$ cat src/rtl/lrg_pkg.sv
package lrg_pkg;

    // Form of the qualification delay element.
    typedef enum logic {
        DLY_SHIFT = 1'b0,
        DLY_COUNT = 1'b1
    } dly_form_e;

    // Width of a counter able to hold the value n.
    function automatic int unsigned cnt_width(input int unsigned n);
        return (n < 2) ? 1 : $clog2(n + 1);
    endfunction

endpackage

$ cat src/rtl/lrg_sync.sv
module lrg_sync #(
    parameter int unsigned STAGES = 2
) (
    input  logic clk_i,
    input  logic async_i,
    output logic sync_o
);

    typedef struct packed {
        logic [STAGES-1:0] ff;
        logic              live;
    } sync_st_t;

    sync_st_t st_d;
    sync_st_t st_q = '0;   // powers up as "not locked"

    always_comb begin
        st_d      = st_q;
        st_d.ff   = {st_q.ff[STAGES-2:0], async_i};
        st_d.live = 1'b1;
    end

    always_ff @(posedge clk_i) begin
        st_q <= st_d;
    end

    assign sync_o = st_q.ff[STAGES-1];

    // the synchronised flag follows its previous stage by one edge.
    p_sync_follow_r2: assert property (@(posedge clk_i) disable iff (!st_q.live)
        1'b1 |=> (sync_o == $past(st_q.ff[STAGES-2])))
        else $error("p_sync_follow_r2");

endmodule

$ cat src/rtl/lrg_delay.sv
module lrg_delay
    import lrg_pkg::*;
#(
    parameter int unsigned DEPTH = 16,
    parameter dly_form_e   FORM  = DLY_SHIFT
) (
    input  logic clk_i,
    input  logic locked_i,
    output logic done_o
);

    localparam int unsigned CW = cnt_width(DEPTH);
    localparam logic [CW-1:0] TERM = CW'(DEPTH);

    generate
        if (FORM == DLY_SHIFT) begin : g_shift
            typedef struct packed {
                logic [DEPTH-1:0] chain;
                logic             live;
            } sh_st_t;

            sh_st_t st_d;
            sh_st_t st_q = '{chain: '1, live: 1'b0};

            always_comb begin
                st_d      = st_q;
                st_d.live = 1'b1;
                if (!locked_i) begin
                    st_d.chain = '1;
                end else begin
                    st_d.chain = {st_q.chain[DEPTH-2:0], 1'b0};
                end
            end

            always_ff @(posedge clk_i) begin
                st_q <= st_d;
            end

            assign done_o = (st_q.chain == '0);

            // a low flag refills every stage.
            p_refill_r4: assert property (@(posedge clk_i) disable iff (!st_q.live)
                !locked_i |=> (st_q.chain == '1))
                else $error("p_refill_r4");

            // done can only appear after a locked cycle.
            p_done_needs_lock_r3: assert property (@(posedge clk_i) disable iff (!st_q.live)
                $rose(done_o) |-> $past(locked_i))
                else $error("p_done_needs_lock_r3");

        end else begin : g_count
            typedef struct packed {
                logic [CW-1:0] cnt;
                logic          live;
            } ct_st_t;

            ct_st_t st_d;
            ct_st_t st_q = '{cnt: '0, live: 1'b0};

            always_comb begin
                st_d      = st_q;
                st_d.live = 1'b1;
                if (!locked_i) begin
                    st_d.cnt = '0;
                end else if (st_q.cnt != TERM) begin
                    st_d.cnt = st_q.cnt + 1'b1;
                end
            end

            always_ff @(posedge clk_i) begin
                st_q <= st_d;
            end

            assign done_o = (st_q.cnt == TERM);

            // the counter never passes its terminal count.
            p_cnt_bound_r6: assert property (@(posedge clk_i) disable iff (!st_q.live)
                st_q.cnt <= TERM)
                else $error("p_cnt_bound_r6");

            // a low flag clears the count.
            p_cnt_clear_r4: assert property (@(posedge clk_i) disable iff (!st_q.live)
                !locked_i |=> (st_q.cnt == '0))
                else $error("p_cnt_clear_r4");

            // the terminal count holds while lock stays.
            p_cnt_hold_r7: assert property (@(posedge clk_i) disable iff (!st_q.live)
                (done_o && locked_i) |=> done_o)
                else $error("p_cnt_hold_r7");
        end
    endgenerate

endmodule

$ cat src/rtl/lock_reset_gen.sv
module lock_reset_gen
    import lrg_pkg::*;
#(
    parameter int unsigned DELAY_STAGES = 16,
    parameter bit          USE_COUNTER  = 1'b0,
    parameter int unsigned SYNC_STAGES  = 2
) (
    input  logic clk_i,
    input  logic lock_i,
    output logic rst_o
);

    localparam dly_form_e FORM = USE_COUNTER ? DLY_COUNT : DLY_SHIFT;

    logic lock_s;
    logic qual_done;

    lrg_sync #(
        .STAGES (SYNC_STAGES)
    ) u_sync (
        .clk_i   (clk_i),
        .async_i (lock_i),
        .sync_o  (lock_s)
    );

    lrg_delay #(
        .DEPTH (DELAY_STAGES),
        .FORM  (FORM)
    ) u_delay (
        .clk_i    (clk_i),
        .locked_i (lock_s),
        .done_o   (qual_done)
    );

    typedef struct packed {
        logic rst;
        logic live;
    } out_st_t;

    out_st_t st_d;
    out_st_t st_q = '{rst: 1'b1, live: 1'b0};

    always_comb begin
        st_d      = st_q;
        st_d.live = 1'b1;
        st_d.rst  = !lock_s || !qual_done;
    end

    always_ff @(posedge clk_i) begin
        st_q <= st_d;
    end

    assign rst_o = st_q.rst;

    // asserted at time zero.
    initial begin
        p_powerup_r1: assert (st_q.rst == 1'b1) else $error("p_powerup_r1");
    end

    // a low synchronised flag forces reset on the next edge.
    p_hold_unlocked_r2: assert property (@(posedge clk_i) disable iff (!st_q.live)
        !lock_s |=> rst_o)
        else $error("p_hold_unlocked_r2");

    // release only follows a qualified, locked cycle.
    p_release_qualified_r3: assert property (@(posedge clk_i) disable iff (!st_q.live)
        $fell(rst_o) |-> ($past(qual_done) && $past(lock_s)))
        else $error("p_release_qualified_r3");

    // once released, reset stays low while lock stays.
    p_stay_released_r7: assert property (@(posedge clk_i) disable iff (!st_q.live)
        (!rst_o && lock_s) |=> !rst_o)
        else $error("p_stay_released_r7");

endmodule

$ cat config.mk
export PLATFORM = sky130hd
export DESIGN_NAME = lock_reset_gen
export DESIGN_NICKNAME = d
export VERILOG_FILES = /design/src/rtl/lrg_pkg.sv /design/src/rtl/lrg_sync.sv /design/src/rtl/lrg_delay.sv /design/src/rtl/lock_reset_gen.sv
export SDC_FILE = /design/constraint.sdc
export NUM_CORES = 1
export LEC_CHECK = 0
export CAP_MARGIN = 15
export CORE_AREA = 3 3 40 42
export DETAILED_ROUTE_END_ITERATION = 6
export DIE_AREA = 0 0 43 45
export DONT_BUFFER_PORTS = 1
export PLACE_DENSITY = 0.57
export SLEW_MARGIN = 20
export SYNTH_ARGS = -nofsm -noshare
export SYNTH_HDL_FRONTEND = slang
export SYNTH_SLANG_ARGS = --single-unit
$ cat constraint.sdc
create_clock -name clk_i -period 1.4 [get_ports clk_i]
set_clock_uncertainty 0.2 [all_clocks]
set_input_delay 0.21 -clock clk_i [delete_from_list [all_inputs] [get_ports clk_i]]
set_output_delay 0.21 -clock clk_i [all_outputs]
set_load 0.05 [all_outputs]
### After elaboration in Yosys (flattened, before gate mapping)

Index checks and enable logic that the tools add are counted.

* input bits: 2
* register bits after elaboration: 19
* output and inout bits: 1
* word-level logic and storage cells: 9

* multiplexer cells: 1
* reduce and logical (&&, ||, !) cells: 4

Operator list (count)
* $logic_not A16 Y1: 1
* $logic_not A1 Y1: 2
* $logic_or A1 B1 Y1: 1
* $mux W1: 1

### Logic depth before layout (Yosys ltp)

* word-level depth: 3
* gate-level depth with buffers: 3
* depth with buffers taken out: 3

### By module

Synthesis repeated with hierarchy kept, for this count alone.

* cells, all modules: 42
* area, all modules: 523.0 um2

By module, submodules not included
* lrg_delay: cells an instance 38, area each 459.2 um2, times used 1, seq. area each 320.3 um2
* lrg_sync: cells an instance 2, area each 40.0 um2, times used 1, seq. area each 40.0 um2
* lock_reset_gen: cells an instance 2, area each 23.8 um2, times used 1, seq. area each 20.0 um2

### Worst setup path after synthesis

Ideal clock, no wire load.

* kind: register to register
* from: register u_delay.g_shift.st_q[5] in the netlist's numbering
* to: register st_q, in the netlist rst_o
* required time: 1.067 ns
* period minus slack after synthesis: 1.260 ns
* data arrival time: 0.927 ns
* library setup time: 0.133 ns
* setup slack: 0.140 ns
* path buffers: 0
* cell stages (with the launch flop): 4
* cell sequence: dfxtp_1 or4_1 nor2_1 nand4_1

RTL lines
* start: declaration: line lrg_delay.sv:23 `sh_st_t st_q = '{chain: '1, live: 1'b0};`
* start signal: assignment: line lrg_delay.sv:36 `st_q <= st_d;`
* end signal: assignment: line lock_reset_gen.sv:50 `st_q <= st_d;`
* end: declaration: line lock_reset_gen.sv:41 `out_st_t st_q = '{rst: 1'b1, live: 1'b0};`

### Final worst setup path

* from: register st_q, in the netlist rst_o
* to: output rst_o

RTL lines
* end: declaration: line lock_reset_gen.sv:10 `output logic rst_o`

No word-level cell between the ends.

==> out/qor.yml <==
cells_and_area:
  finalNetCount: 50
  final_cells: 62
  area_growth_pct: 11.3
  diodes: 0
  fill_cells: 124
  drive_above_1_share_pct: 10.6
  fin_util_pct: 45.0
outcome:
  status: "complete, no violations"
yosys:
  syn_nets: 44
  ys_warn_count: 0
  netlist.area_leader.share_pct: 73.3
  syn_area_um2: 519
  synth_top_area_cell: "dfxtp_1"
  avgSynthCellArea_um2: 12.4
  ys_seq_elements: 19
  yosys-top-cells-area: "dfxtp_1, nand2b_1, nor4_1"
  postSynthCellCount: 42
  synth-seq-area-share_pct: 73.3
  ys_types: 10
floorplan:
  die_h_um: 45
  rows: 13
  die_x_um: 43
  core_um2: 1280
  die-area_um2: 1940
  initial_core_util_pct: 40.4
  ios: 3
min_path:
  hold_depth: 0
  min_path_type: "flop to flop"
sta:
  setup_tns_ps: 0
  fmax_mhz: 754
  min_period_ps: 1330
  slew_headroom_pct: 68.4
  setup_violations: 0
  post-route-period-util_pct: 94.7
  hold_viol_final: 0
  rsz0062_at_grt: "no"
  drv_slew: 0
  worst_pin_slew_ps: 474
placement:
  placed_cells: 57
  place_congestion: 0.648
  dp_hpwl_um: 535
  port-buffer-count: 0
detailed_routing:
  vias_per_cell: 4.58
  ant_nets: 0
  avgRoutedWirePerCell_um: 12.0
  wirelength_um: 741
  remaining_drc_errors: 0
  vias: 284
  drt_pre_antenna_iters: 2
  drt_iter0_drc: 2
job:
  max-cap-violations: 0
worst_setup_path:
  reg2regPathDepth: 3
  crit_cells: 0
  crit_path_max_fanout: 1
  startpoint_type: "flop"
  worstPathArrival_ps: 920
  rrSetupSlack_ps: 90
  crit_required_ps: 990
  crit_type: "flop to output port"
  critPathCaptureType: "output port"
global_route:
  grt_pass1_wl_um: 1240
  grt_pass1_vias: 307
  antenna_found_initial: 0
  grt_max_degree: 11
  grt-ovfl-total: 0
  grtUsageTotal_pct: 9.44
clocking:
  cts_buffer_depth: 2
  insertion_delay_ps: 290
  tritoncts: "done"
  htreeDepth: 1
  numCtsBuffers: 3
  cts_setup_buffers: 0
  cts.clk_slew.worst_paths_ps: 100
  cts_resized: 0
  cts_root_buf: "clkbuf_4"
  clock-sinks: 19
power_and_ir_drop:
  leakage_nw: 0.205
  power_density_nw_per_um2: 1430
  power.total_mw: 0.829
  ir_drop_uv: 620
-- final timing paths --
kind / startpoint / to
hold reg to reg: u_sync.st_d[2]$_DFF_P_ / u_sync.sync_o$_DFF_P_
setup reg to reg: u_delay.g_shift.st_q[5]$_SDFF_PN1_ / rst_o$_DFF_P_
setup / recovery: rst_o$_DFF_P_ / rst_o
hold / removal: u_sync.st_d[2]$_DFF_P_ / u_sync.sync_o$_DFF_P_
-- cell families after synthesis --
logic type / after synthesis / share of synthesized area [%]
buffers and inverters: 2 / 1.44
AND/OR/NAND/NOR: 21 / 25.3
flip-flops: 19 / 73.3
-- synth_stat cells --
cell	instances
nor2_1	1
dfxtp_1	19
nor3_1	1
nand4_1	1
or4_1	1
nand2b_1	14
nor4_1	2
nand2b_2	1
inv_1	1
clkbuf_1	1
-- worst reg2reg max path: stages (launching register included) --
cell and delay (ps):
dfxtp_1 330, or4_1 510, nor2_1 90, nand4_1 70
-- metal layers --
layer	vias to the layer above	wire (um)	share of wire, %	track usage, %
met3	0	29	3.9	3.59
met1	137	327	44	9.00
met4	0	0	0	9.04
met5	-	0	0	0
met2	3	384	52	15.6
li1	144	-	-	-
-- repair_timing --
action | CTS | global route
setup endpoints to repair | 0 | 0
hold endpoints to repair | 1 | 0
hold buffers | 1 | 0
-- power by group --
group	leakage (nW)	internal, mW	switching (mW)
Clock	0.0150	0.111	0.151
Combinational	0.0344	0.00658	0.00515
Sequential	0.155	0.549	0.00607
Total	0.205	0.667	0.162
-- layout make-up --
type                       count  area (um^2)  area share [%]
inverter                       1         3.75           0.649
multi-input combinational     21          131            22.7
clock buffer                   4         26.3            4.55
tap                           15         18.8            3.25
sequential                    19          380            65.8
timing repair buffer           2         17.5            3.03
-- sequential cells by signal, summed over array words and instances, names as in the netlist --
name                  cells
rst_o                     1
u_delay.g_shift.st_q     16
u_sync.st_d               1
u_sync.sync_o             1
-- layout by cell type (no fill, tap or decap) --
| master | count |
|---|---|
| dfxtp_1 | 19 |
| nand2b_1 | 14 |
| clkbuf_4 | 3 |
| nor4_1 | 2 |
| inv_1 | 1 |
| or4_1 | 1 |
| nor2_1 | 1 |
| nor3_1 | 1 |
| nand4_1 | 1 |
| nand2b_2 | 1 |
| clkbuf_1 | 1 |
| dlygate4sd3_1 | 1 |
| buf_4 | 1 |
-- stage by stage --
step | hold slack (ps) | cell area [um^2] | setup slack (ps)
4_1_cts | 137 | 578 | 53.5
2_1_floorplan | 37.7 | 519 | 140
3_5_place_dp | 37.8 | 542 | 96.8
3_3_place_gp | 37.8 | 542 | 117
6_report | 134 | 578 | 74.3
5_1_grt | 153 | 578 | 4.31
Power figures use the tool's default switching activity.
